File: src/rtl/ucount_timer.sv
module ucount_timer #(
  parameter int CNT_W  = 16,
  parameter int PSC_W  = 16,
  parameter int ADDR_W = 8
) (
  input  logic              clk,
  input  logic              rst_n,
  input  logic [ADDR_W-1:0] bus_addr,
  input  logic              bus_we,
  input  logic [31:0]       bus_wdata,
  output logic [31:0]       bus_rdata,
  output logic              irq
);

  localparam logic [ADDR_W-1:0] A_CTRL = ADDR_W'('h00);
  localparam logic [ADDR_W-1:0] A_IEN  = ADDR_W'('h0C);
  localparam logic [ADDR_W-1:0] A_STS  = ADDR_W'('h10);
  localparam logic [ADDR_W-1:0] A_EVT  = ADDR_W'('h14);
  localparam logic [ADDR_W-1:0] A_CNT  = ADDR_W'('h24);
  localparam logic [ADDR_W-1:0] A_PSC  = ADDR_W'('h28);
  localparam logic [ADDR_W-1:0] A_RLD  = ADDR_W'('h2C);
  localparam logic [ADDR_W-1:0] A_CMP  = ADDR_W'('h34);

  logic run, upd_off, one_pulse, rld_buf;
  logic [1:0] ien, sts;
  logic [PSC_W-1:0] psc_pre, psc_act, pcnt;
  logic [CNT_W-1:0] cnt, rld_pre, rld_act, cmp, limit, cnt_inc;

  logic wr_ctrl, wr_ien, wr_sts, wr_evt, wr_cnt, wr_psc, wr_rld, wr_cmp;
  logic force_upd, tick, at_lim, wrap, nat_upd, upd_ev, cmp_hit;
  logic unused_wbits;

  assign wr_ctrl = bus_we && bus_addr == A_CTRL;
  assign wr_ien  = bus_we && bus_addr == A_IEN;
  assign wr_sts  = bus_we && bus_addr == A_STS;
  assign wr_evt  = bus_we && bus_addr == A_EVT;
  assign wr_cnt  = bus_we && bus_addr == A_CNT;
  assign wr_psc  = bus_we && bus_addr == A_PSC;
  assign wr_rld  = bus_we && bus_addr == A_RLD;
  assign wr_cmp  = bus_we && bus_addr == A_CMP;
  assign unused_wbits = ^bus_wdata;

  assign force_upd = wr_evt && bus_wdata[0];
  assign tick      = run && (pcnt == psc_act);
  assign limit     = rld_buf ? rld_act : rld_pre;
  assign at_lim    = (cnt == limit);
  assign wrap      = tick && at_lim;
  assign nat_upd   = wrap && !upd_off;
  assign upd_ev    = force_upd || nat_upd;
  assign cmp_hit   = tick && (cnt == cmp);
  assign cnt_inc   = cnt + 1'b1;
  assign irq       = |(sts & ien);

  always_ff @(posedge clk) begin
    if (!rst_n) begin
      pcnt <= '0;
    end else if (force_upd || tick) begin
      pcnt <= '0;
    end else if (run) begin
      pcnt <= pcnt + 1'b1;
    end
  end

  always_ff @(posedge clk) begin
    if (!rst_n) begin
      cnt <= '0;
    end else if (wr_cnt) begin
      cnt <= bus_wdata[CNT_W-1:0];
    end else if (force_upd) begin
      cnt <= '0;
    end else if (tick) begin
      cnt <= at_lim ? '0 : cnt_inc;
    end
  end

  always_ff @(posedge clk) begin
    if (!rst_n) begin
      psc_act <= '0;
      rld_act <= '0;
    end else if (upd_ev) begin
      psc_act <= psc_pre;
      rld_act <= rld_pre;
    end
  end

  always_ff @(posedge clk) begin
    if (!rst_n) begin
      run       <= 1'b0;
      upd_off   <= 1'b0;
      one_pulse <= 1'b0;
      rld_buf   <= 1'b0;
    end else if (wr_ctrl) begin
      run       <= bus_wdata[0];
      upd_off   <= bus_wdata[1];
      one_pulse <= bus_wdata[3];
      rld_buf   <= bus_wdata[7];
    end else if (wrap && one_pulse) begin
      run <= 1'b0;
    end
  end

  always_ff @(posedge clk) begin
    if (!rst_n) begin
      ien     <= '0;
      psc_pre <= '0;
      rld_pre <= '0;
      cmp     <= '0;
    end else begin
      if (wr_ien) ien     <= bus_wdata[1:0];
      if (wr_psc) psc_pre <= bus_wdata[PSC_W-1:0];
      if (wr_rld) rld_pre <= bus_wdata[CNT_W-1:0];
      if (wr_cmp) cmp     <= bus_wdata[CNT_W-1:0];
    end
  end

  always_ff @(posedge clk) begin
    if (!rst_n) begin
      sts <= '0;
    end else begin
      sts <= ((wr_sts ? (sts & bus_wdata[1:0]) : sts)) | {cmp_hit, upd_ev};
    end
  end

  always_comb begin
    bus_rdata = '0;
    case (bus_addr)
      A_CTRL: bus_rdata[7:0] = {rld_buf, 3'b000, one_pulse, 1'b0, upd_off, run};
      A_IEN:  bus_rdata[1:0] = ien;
      A_STS:  bus_rdata[1:0] = sts;
      A_CNT:  bus_rdata[CNT_W-1:0] = cnt;
      A_PSC:  bus_rdata[PSC_W-1:0] = psc_pre;
      A_RLD:  bus_rdata[CNT_W-1:0] = rld_pre;
      A_CMP:  bus_rdata[CNT_W-1:0] = cmp;
      default: bus_rdata = '0;
    endcase
  end

  p_wrap_zero_r4: assert property (@(posedge clk) disable iff (!rst_n)
    (wrap && !wr_cnt) |=> (cnt == '0));

  p_count_step_r3: assert property (@(posedge clk) disable iff (!rst_n)
    (tick && !at_lim && !wr_cnt && !force_upd) |=> (cnt == $past(cnt_inc)));

  p_hold_stopped_r2: assert property (@(posedge clk) disable iff (!rst_n)
    (!run && !wr_cnt && !force_upd) |=> $stable(cnt));

  p_psc_commit_r3: assert property (@(posedge clk) disable iff (!rst_n)
    (!upd_ev) |=> $stable(psc_act));

  p_upd_quiet_r5: assert property (@(posedge clk) disable iff (!rst_n)
    (wrap && upd_off && !force_upd && !sts[0]) |=> !sts[0]);

  p_one_pulse_stop_r6: assert property (@(posedge clk) disable iff (!rst_n)
    (wrap && one_pulse && !wr_ctrl) |=> !run);

  p_cmp_flag_r8: assert property (@(posedge clk) disable iff (!rst_n)
    cmp_hit |=> sts[1]);

endmodule

File: config.mk
export PLATFORM = sky130hd
export DESIGN_NAME = ucount_timer
export DESIGN_NICKNAME = d
export VERILOG_FILES = /design/src/rtl/ucount_timer.sv
export SDC_FILE = /design/constraint.sdc
export NUM_CORES = 1
export LEC_CHECK = 0
export ABC_AREA = 1
export BUFFER_PORTS_ARGS = -buffer_cell sky130_fd_sc_hd__buf_2
export CAP_MARGIN = 20
export CORE_UTILIZATION = 50
export CTS_CLUSTER_DIAMETER = 120
export CTS_CLUSTER_SIZE = 10
export DETAILED_ROUTE_END_ITERATION = 6
export GPL_TIMING_DRIVEN = 0
export HOLD_SLACK_MARGIN = 0.12
export PLACE_DENSITY_LB_ADDON = 0.1
export SETUP_SLACK_MARGIN = 0.4
export SLEW_MARGIN = 20
export SYNTH_ARGS = -nofsm -noshare
export SYNTH_HDL_FRONTEND = slang
export SYNTH_SLANG_ARGS = --single-unit
File: constraint.sdc
create_clock -name clk -period 2.5 [get_ports clk]
set_input_delay 0.5 -clock clk [delete_from_list [all_inputs] [get_ports clk]]
set_output_delay 0.5 -clock clk [all_outputs]
set_load 0.005 [all_outputs]
# Word-level counts from Yosys, hierarchy flattened
# Index checks and enable logic that the tools add are counted.
# totals
reg_bits	120
in_bits	43
output_inout_bits	33
elab_cells	62
# classes
addsub	2
eq_ne	10
n_mux	11
bitwise	4
reduce_logical	22
# ops
op	count
16-bit 2-to-1 mux	5
16-bit equality test	3
16-bit by 1-bit adder with 16-bit output (second input constant)	2
8-bit by 6-bit equality test with 1-bit output (second input constant)	4
8-bit case mux with 4 select lines	1
6-bit case mux with 5 select lines	1
8-bit by 5-bit equality test with 1-bit output (second input constant)	2
1-bit logical AND	14
2-bit case mux with 7 select lines	1
8-bit by 4-bit equality test with 1-bit output (second input constant)	1
8-bit zero test	1
2-bit AND	2
2-bit OR reduction	2
3-bit nonzero test	1
1-bit logical OR	2
1-bit 2-to-1 mux	2
2-bit 2-to-1 mux	1
2-bit bitwise OR	1
2-bit nonzero test	1
1-bit zero test	1
1-bit inverter	1

# Logic depth before layout (Yosys ltp)
# Gate-level depths: netlist of run 1.
# depth
depth_word	6
ltp_mapped	17
depth_no_buf	14

# Worst setup path before layout of run 1
# Ideal clock, no wire load.
# synth_path
path_type	in2out
startpoint	in bus_addr[1]
endpoint	out bus_rdata[6]
t_arrival_ns	1.602
t_required_ns	2.000
setup_slack_ns	0.398
path_stages	10
n_path_buf	1
cell_sequence	nor2_2 > inv_1 > nor3_2 > inv_1 > nor2_2 > inv_1 > clkbuf_1 > o22ai_1 > a21oi_1 > o21ai_0
# synth_via
elab_chain_len	2
word_cells_on_any_way	6
classes_between	4 x eq/ne; 1 x mux; 1 x reduce/logical
# synth_lines
item	line_no	text
start: declaration	8	input logic [ADDR_W-1:0] bus_addr,
8-bit by 6-bit equality test with 1-bit output / 8-bit zero test (equally long branches)	126	case (bus_addr)
6-bit case mux with 5 select lines (*)	126	
end: declaration	11	output logic [31:0] bus_rdata,
# Every way passes the cells marked *; elsewhere a longest branch is shown, timed or not.

# Final worst setup path of run 1
# layout_path
startpoint	in bus_addr[3]
endpoint	out bus_rdata[10]
# layout_via
elab_chain_len	2
word_cells_on_any_way	5
classes_between	4 x eq/ne; 1 x mux
# layout_lines
item	line_no
8-bit by 6-bit equality test with 1-bit output	126
8-bit case mux with 4 select lines (*)	126
# Marks and branches as above.

==> flow_summary.ini, run 1 <==
[min_path]
worstHoldStart = bus_wdata[15]
whs_path_depth = 3
worstHoldPathType = input port to flip-flop

[yosys]
synth-async-reset-ratio = 0
syn-cell-area_um2 = 7117
synth_enable_flop_cells = 0
synth_mux_area_frac = 0
synth_top_family_by_area = simple AND/OR/NAND/NOR gates
ys_top_cells_by_count = 230 x nand2_1, 146 x inv_1, 134 x a21oi_1, 120 x dfxtp_1, 114 x nor2_1
synth_compound_area_frac = 0.1784
synth_xor_xnor_area_share = 0.03569
yosys.area_share.simple = 0.3056
synth_top_area_share = 0.3376
ys.warnings.count = 0
syn_inst = 1095
synth.most_common_cell = nand2_1
synth_area_per_cell_um2 = 6.499
synth.distinct_cells = 39
ys_seq_area_frac = 0.3376
synth_seq_cells = 120
synth_area_leaders = dfxtp_1 34%, nand2_1 12%, a21oi_1 9.4%, inv_1 7.7%, nor2_1 6.0%
synthAdderAreaFrac = 0.003516
synth_ff_type = dfxtp_1
synth.largest_area_cell = dfxtp_1

[grt]
grt_pass1_wl_um = 35460
grt_pass1_vias = 6836
grt_max_degree = 17
antenna_found_initial = 0
track_usage = 0.3154
grt_overflow = 0

[detailed_routing]
dr.pass1.iters = 6
first_iter_violations = 769
dr_total_vias = 7835
ant_nets = 0
totalWireLength_um = 24480
highest_layer = met4
routed-wl-met3_um = 2074
drc = 0
vias_per_cell = 5.588
routedWlPerCell_um = 17.46
wl_met1_um = 9932
dr_wl_met2_um = 11490

[floorplan]
dieHeight_um = 121.3
io_pins = 76
die_x_um = 121.3
core_area_um2 = 13880
start_util = 0.5127
dieArea_um2 = 14710
rows = 43

[clock_network]
clk_pin_slew_ns = 0.05
cts_tree = built
clk_latency_ns = 0.43
cts_made_buffers = 17
clock-sinks = 120
cts.path.max_buffers = 2
h-tree-depth = 4
cts_hold_buf = 0
cts_root_buf = clkbuf_16

[setup_path]
crit_chain = buf_2, inv_1, nor3_2, nand2_2, clkbuf_4, o21ai_1, buf_2
r2r_start = rld_buf
slowest_delay_ns = 0.29
startpoint = bus_addr[3]
cp-end-kind = output pin
crit_fanout = 10
reg2reg_depth = 17
crit_arrival_ns = 1.81
critPathLaunchType = input port
critPathTopFamily = buffers and inverters
crit_type = input port to output pin
critPathBufInv = 4
cp_slowest_cell = nor3_2
cp_data_required_time_ns = 2.00
cpMostUsedCell = buf_2
cp.depth = 7

[sta]
rsz0062_at_grt = true
hold_violations = 0
max_slew_margin = 0.4097
holdWs_ns = 0.3975
finalMaxSlewViolations = 0
setup_viol = 0
period_share = 0.9225
min_period_ns = 2.306
tightest_slew_ns = 0.8855
fin_skew_ns = 0.008014
max_freq_mhz = 433.6

[cells_and_area]
antenna_cells = 0
area_delta_synth_final_pct = 30.71
fillers = 1214
nets = 1254
layout-drive-gt1-share = 0.2381
fin_util = 0.6702

[run]
drv_cap = 0

[placed_design]
finalWeightedCongestion = 0.9517
hpwl_um = 17200
portBuffers = 42

[power_and_ir_drop]
peakVddDrop_mv = 0.4643
p_leak_nw = 4.381
power_density_nw_per_um2 = 488.0

[status]
status = completed
[registers in the layout, summed over array words and instances (netlist names), 2 cells and up]
name     count
psc_pre     16
sts          2
rld_pre     16
ien          2
rld_act     16
psc_act     16
pcnt        16
cnt         16
cmp         16
[worst min-delay path, cell delays in order]
cell     delay (ns)
buf_2          0.13
nand3_1        0.08
a21oi_1        0.06
[area by class of cell]
type                       instances  area, um2  share of cell area
buffer                            72      541.8             0.05824
clock buffer                      24      491.7             0.05286
clock inverter                     8      70.07            0.007532
inverter                         149      581.8             0.06254
multi-input combinational        769       4282              0.4603
sequential                       120       2404              0.2584
tap                              180      225.2             0.02421
timing repair buffer              80      706.9             0.07599
[placed cells by master (no fill, tap or decap), types with 6 or more instances in the layout]
cell type and count:
o21ai_0 43, nand3_1 55, clkbuf_16 25, dfxtp_1 119, buf_4 34, nand3_2 29
a21oi_2 31, buf_2 47, nor3_1 12, xnor2_1 8, inv_2 8, o22ai_2 11
nor2_1 107, conb_1 16, o21ai_1 8, xor2_1 21, nand2_1 220, clkbuf_1 28
inv_1 138, clkbuf_2 6, o21bai_1 16, a21oi_1 99, buf_8 9, buf_6 17
nand2_2 14, nand4_1 22
[cells by family (layout without fill, tap and decap cells)]
family                   Yosys count  in the layout
AO/OA/AOI/OAI                    235            235
XOR/XNOR                          29             29
AND/OR/NAND/NOR                  487            487
adder cells (fa/ha/maj)            2              2
buffers and inverters            221            333
other                              1             16
flip-flops                       120            120
[stage by stage]
step / instance area, um2 / worst slack [ns] / std cells / setup TNS [ns] / power (mW)
after global routing: 9303 / 0.1479 / 1402 / 0 / 4.642
after global placement: 7610 / -0.2650 / 1332 / -1.816 / 2.165
final: 9303 / 0.1937 / 1402 / 0 / 4.539
after detailed placement: 7610 / -0.2396 / 1332 / -1.889 / 2.166
after floorplan: 7174 / 0.4133 / 1110 / 0 / 2.085
after CTS: 8478 / 0.1526 / 1378 / 0 / 4.505
[power by group]
| group | switching [mW] | total, mW | internal [mW] |
|---|---|---|---|
| logic | 0.159 | 0.252 | 0.0936 |
| registers | 0.00533 | 1.92 | 1.92 |
| clock network | 0.901 | 2.36 | 1.46 |
[what timing repair did]
| action | 4_1_cts | 5_1_grt |
|---|---|---|
| hold endpoints to repair | 0 | 0 |
| endpoints found under the setup margin | 72 | 76 |
| setup buffers | 12 | 16 |
| gates cloned | 2 | 8 |
| pin swaps | 6 | 29 |
| resized for setup | 62 | 138 |
[final timing paths]
path / to / slack, ns
worst min register to register: one_pulse / 0.49
worst min-delay path: cmp[15] / 0.40
worst max register to register: rld_act[15] / 0.28
worst max-delay path: bus_rdata[10] / 0.19
[per-layer routing]
metal / global-route usage / vias to the layer above
li1: - / 3755
met1: 0.3985 / 3567
met2: 0.5234 / 421
met3: 0.06391 / 92
met4: 0.1227 / 0
met5: 0 / -
Note: power is estimated with default switching activity, not from simulation.
==> run 2: changes to the inputs <==
--- a/constraint.sdc
+++ b/constraint.sdc
@@ -3,2 +3,2 @@
 set_output_delay 0.5 -clock clk [all_outputs]
-set_load 0.005 [all_outputs]
+set_load 0.1 [all_outputs]
==> run 2 against run 1 <==
  * Highest routed layer unchanged
  * Setup slack worse by 0.053 ns
  * Count of clock-buffer cells in the layout is 2 lower
  * Sequential share of layout area is 0.84 points lower
  * Total power is 3.3% higher
  * First-iteration DRC count is 4.4% higher
  * Via count is 2.6% lower
  * Wire length is 0.47% lower
  * Non-clock buffer count is 6 lower
==> flow_summary.ini, run 2 (same netlist as run 1, synthesis figures left out) <==
[sta]
fin_skew_ns = 0.008957
rsz0062_at_grt = true
tightest_slew_ns = 0.8299
max_freq_mhz = 423.8
min_period_ns = 2.359
postLayoutSetupSlackWorst_ns = 0.1406
max_slew_margin = 0.4467
hold_violations = 0
fin_setup_tns_ns = 0
holdWs_ns = 0.4036
finalMaxSlewViolations = 0
period_share = 0.9438
setup_viol = 0

[detailed_routing]
drc = 0
dr.pass1.iters = 6
vias_per_cell = 5.473
totalWireLength_um = 24370
dr_total_vias = 7635
ant_nets = 0
routedWlPerCell_um = 17.47
first_iter_violations = 803

[grt]
track_usage = 0.3388
antenna_found_initial = 0
grt_pass1_vias = 7128
grt_pass1_wl_um = 37760
grt_overflow = 0
grt_max_degree = 17

[floorplan]
die_x_um = 121.3
core_area_um2 = 13880
start_util = 0.5127
io_pins = 76
dieArea_um2 = 14710
rows = 43
dieHeight_um = 121.3

[power_and_ir_drop]
p_leak_nw = 4.387
power_density_nw_per_um2 = 487.7
peakVddDrop_mv = 0.6666

[setup_path]
reg2reg_depth = 16
critPathTopFamily = buffers and inverters
crit_type = input port to output pin
crit_arrival_ns = 1.86
r2r_start = rld_buf
cp-end-kind = output pin
critPathBufInv = 6
r2r-end = rld_act[9]
r2r_setup_slack_ns = 0.33
critPathLaunchType = input port
slowest_delay_ns = 0.20
crit_fanout = 6
crit_chain = buf_6, nor2_4, inv_2, nor3_4, inv_2, nor2_4, inv_4, clkbuf_16, o22ai_4, a21oi_2, o21ai_2, buf_12
cp_slowest_cell = buf_12
cp_data_required_time_ns = 2.00

[cells_and_area]
antenna_cells = 0
fillers = 1193
seq_area_um2 = 2404
layout_commonest_cell = nand2_1
multi_input_area_um2 = 4462
layout-drive-gt1-share = 0.2477
postLayoutCellArea_um2 = 9617
area_delta_synth_final_pct = 35.13
nets = 1248
layout_common_cells = 212 x nand2_1, 136 x inv_1, 119 x dfxtp_1
instances_no_fill = 1395

[placed_design]
place_inst = 1332
hpwl_um = 17280
portBuffers = 42
place_area_um2 = 7810
finalWeightedCongestion = 0.9422
dp_slack_ns = -0.4798

[clock_network]
clk_pin_slew_ns = 0.06
cts.path.max_buffers = 2
cts_made_buffers = 17
clock-sinks = 120
cts_root_buf = clkbuf_16
cts_tree = built
h-tree-depth = 4
clk_latency_ns = 0.42

[min_path]
min_to = cmp[11]
worstHoldStart = bus_wdata[11]
whs_path_depth = 3
worstHoldPathType = input port to flip-flop

[status]
status = completed

[run]
drv_cap = 0
==> run 2: cell count changes in the layout (fill, tap and decap cells not counted), sizes merged <==
cell	change
buf	-2
clkinv	-1
bufinv	+1
inv	+1
clkbuf	-6
==> run 2: what timing repair did <==
item / in CTS / in global routing
gates resized for setup: 168 / 71
pin swaps: 15 / 13
setup buffers: 22 / 4
setup endpoints to repair: 74 / 77
cloned: 6 / 0
hold buffers: 0 / 0
==> run 2: worst max-delay path by stage <==
stage                     start  cells past startpoint       endpoint
floorplan           bus_addr[1]                      5   bus_rdata[1]
global placement    bus_addr[1]                     11  bus_rdata[14]
detailed placement  bus_addr[1]                     11  bus_rdata[14]
CTS                 bus_addr[0]                     12   bus_rdata[6]
global route        bus_addr[0]                     12   bus_rdata[6]
finish              bus_addr[0]                     12   bus_rdata[6]
==> run 2: per-layer routing <==
metal | share of wire | GRT usage | up-vias | wire length, um
met5 | 0 | 0 | - | 0
met4 | 0.032 | 0.1489 | 0 | 790
met3 | 0.081 | 0.07049 | 98 | 1979
met2 | 0.48 | 0.5568 | 408 | 11580
met1 | 0.41 | 0.4248 | 3394 | 10020
li1 | - | - | 3735 | -
==> run 2: power by group <==
group	switching, mW	total (mW)	internal (mW)	leakage, nW
Clock	0.905	2.41	1.50	0.276
Sequential	0.00533	1.92	1.92	0.967
Combinational	0.262	0.359	0.0969	3.14
Total	1.17	4.69	3.52	4.39
==> run 2: per-stage QoR <==
stage	utilization	total power [mW]
floorplan	-	2.189
global placement	0.5626	2.269
detailed placement	0.5626	2.271
CTS	0.6732	4.657
global route	0.6928	4.810
finish	0.6928	4.690
==> run 2: worst min-delay path, stage by stage <==
cell and delay, ns:
buf_2 0.14, nand3_1 0.08, a21oi_1 0.06
==> run 2: area by class of cell <==
| type | instances | area share |
|---|---|---|
| clock inverters | 9 | 0.01041 |
| clock buffers | 22 | 0.04827 |
| well taps | 180 | 0.02342 |
| repair buffers | 74 | 0.08639 |
| multi-input cells | 769 | 0.4640 |
| flip-flops and latches | 120 | 0.2499 |
| plain buffers | 72 | 0.05764 |
| inverters | 149 | 0.05998 |
==> run 3: changes to the inputs <==
- CTS_BUF_LIST: unset -> sky130_fd_sc_hd__clkbuf_2
==> run 3 against run 2 <==
  * The run now ends with DRC left
  * Cell count increased by 2.7%
  * Core utilization is 0.41 points higher
  * Sequential share of layout area is essentially flat
  * Critical path type is now flip-flop to output pin
  * Critical endpoint is now bus_rdata[7]
  * Highest routed layer unchanged
==> flow_summary.ini, run 3 (same netlist as run 1, synthesis figures left out) <==
[setup_path]
startpoint = rld_buf
r2r-end = psc_act[4]
crit_type = flip-flop to output pin
cp_data_required_time_ns = 2.00
r2r_setup_slack_ns = 0.18
crit_fanout = 3
crit_arrival_ns = 1.88
r2r_start = rld_buf
critPathLaunchType = flip-flop
worstSetupEndpoint = bus_rdata[7]
cp-end-kind = output pin
reg2reg_depth = 19

[detailed_routing]
first_iter_violations = 877
routedWlPerCell_um = 17.38
totalWireLength_um = 24900
vias_per_cell = 5.441
dr.pass1.iters = 7
dr_total_vias = 7797
ant_nets = 0
drc = 3

[sta]
rsz0062_at_grt = true
fin_setup_tns_ns = 0
finalMaxSlewViolations = 0
hold_violations = 0
min_period_ns = 2.384
fin_skew_ns = 0.02382
setup_viol = 0
tightest_slew_ns = 0.8391
period_share = 0.9536
max_slew_margin = 0.4406
max_freq_mhz = 419.4

[cells_and_area]
area_delta_synth_final_pct = 35.92
layout-drive-gt1-share = 0.2604
postLayoutCellArea_um2 = 9673
nets = 1285
layout_common_cells = 215 x nand2_1, 122 x inv_1, 111 x dfxtp_1
layout_commonest_cell = nand2_1

[grt]
track_usage = 0.3434
grt_max_degree = 17
use_met2 = 0.5707
grt_pass1_vias = 7290
grt_use_met1 = 0.4236
grt_pass1_wl_um = 38430
gr-max-usage-layer = met2
grtUsageMet3 = 0.08318
antenna_found_initial = 1
grt_overflow = 0

[power_and_ir_drop]
internal_power_mw = 2.482
switching_share = 0.2943
p_clk_frac = 0.345
switchingPower_mw = 1.035
power_density_nw_per_um2 = 363.7
comb_power_share = 0.108
peakVddDrop_mv = 0.3622
p_leak_nw = 4.460
seqPwrFrac = 0.547

[placed_design]
hpwl_um = 17280
portBuffers = 42
place_area_um2 = 7810
finalWeightedCongestion = 0.9422

[floorplan]
die_x_um = 121.3
core_area_um2 = 13880
rows = 43
dieArea_um2 = 14710
io_pins = 76
start_util = 0.5127
dieHeight_um = 121.3

[clock_network]
cts_tree = built
cts_root_buf = clkbuf_2
clk_latency_ns = 0.71
cts.path.max_buffers = 2
h-tree-depth = 4
clock-sinks = 120
cts_made_buffers = 17
clk_pin_slew_ns = 0.19

[min_path]
worstHoldPathType = input port to flip-flop

[status]
violations = DRC
status = finished, violations left

[run]
drv_cap = 0
==> run 3: cell count changes in the layout (fill, tap and decap cells not counted), sizes merged <==
cell / delta
buf: +21
clkbuf: -5
clkinv: +4
diode: +1
dlygate4sd3: +19
inv: -2
==> run 3: final cells by class <==
| cell class | count | area [um2] |
|---|---|---|
| Timing Repair Buffer | 111 | 1200 |
| Clock inverter | 11 | 107.6 |
| Inverter | 149 | 586.8 |
| Multi-Input combinational cell | 769 | 4434 |
| Buffer | 72 | 598.1 |
| Fill cell | 1166 | 4208 |
| Sequential cell | 120 | 2419 |
| Clock buffer | 20 | 100.1 |
| Antenna cell | 1 | 2.502 |
| Tap cell | 180 | 225.2 |
==> run 3: critical path: stages, from the launching register on <==
cell	delay [ns]
dfxtp_2	0.36
buf_8	0.13
clkinv_8	0.04
buf_12	0.10
o22ai_4	0.06
a21oi_2	0.15
o221ai_4	0.15
buf_12	0.19
==> run 3: through the flow <==
stage,util,hold WS [ns],cells,setup slack [ns],power [mW]
final,0.6969,0.1967,1433,0.1159,3.518
after global routing,0.6969,0.1252,1433,0.008245,3.638
after CTS,0.6856,0.1381,1427,0.07074,3.502
after detailed placement,0.5626,0.4755,1332,-0.4798,2.271
after global placement,0.5626,0.4656,1332,-0.4728,2.269
after floorplan,-,0.4439,1110,-0.4756,2.189
==> run 3: worst min path at each step <==
stage,end,startpoint,cells past startpoint
after floorplan,psc_pre[1],psc_pre[1],2
after global placement,psc_act[2],psc_pre[2],2
after detailed placement,psc_act[15],psc_pre[15],2
after CTS,psc_pre[0],bus_wdata[0],3
after global routing,pcnt[5],rst_n,3
final,pcnt[5],rst_n,3
==> run 3: power groups by stage <==
stage / clock network [mW] / registers [mW] / logic, mW
2_1_floorplan: 0 / 1.96 / 0.226
3_3_place_gp: 0 / 1.96 / 0.305
3_5_place_dp: 0 / 1.96 / 0.306
6_report: 1.21 / 1.92 / 0.381
5_1_grt: 1.31 / 1.93 / 0.400
4_1_cts: 1.22 / 1.93 / 0.361
==> run 3: per-layer routing <==
layer	up-vias	wire length [um]
met1	3466	9892
met3	88	2303
met5	-	0
met2	427	11830
met4	0	881
li1	3816	-
==> run 3: what timing repair did <==
item                                    in CTS  in global routing
endpoints found under the setup margin      77                 79
gates cloned                                 7                  0
hold buffers                                17                  2
setup buffers                               40                  3
hold endpoints to repair                    22                  1
pin swaps                                   26                  6
resized for setup                          235                 34
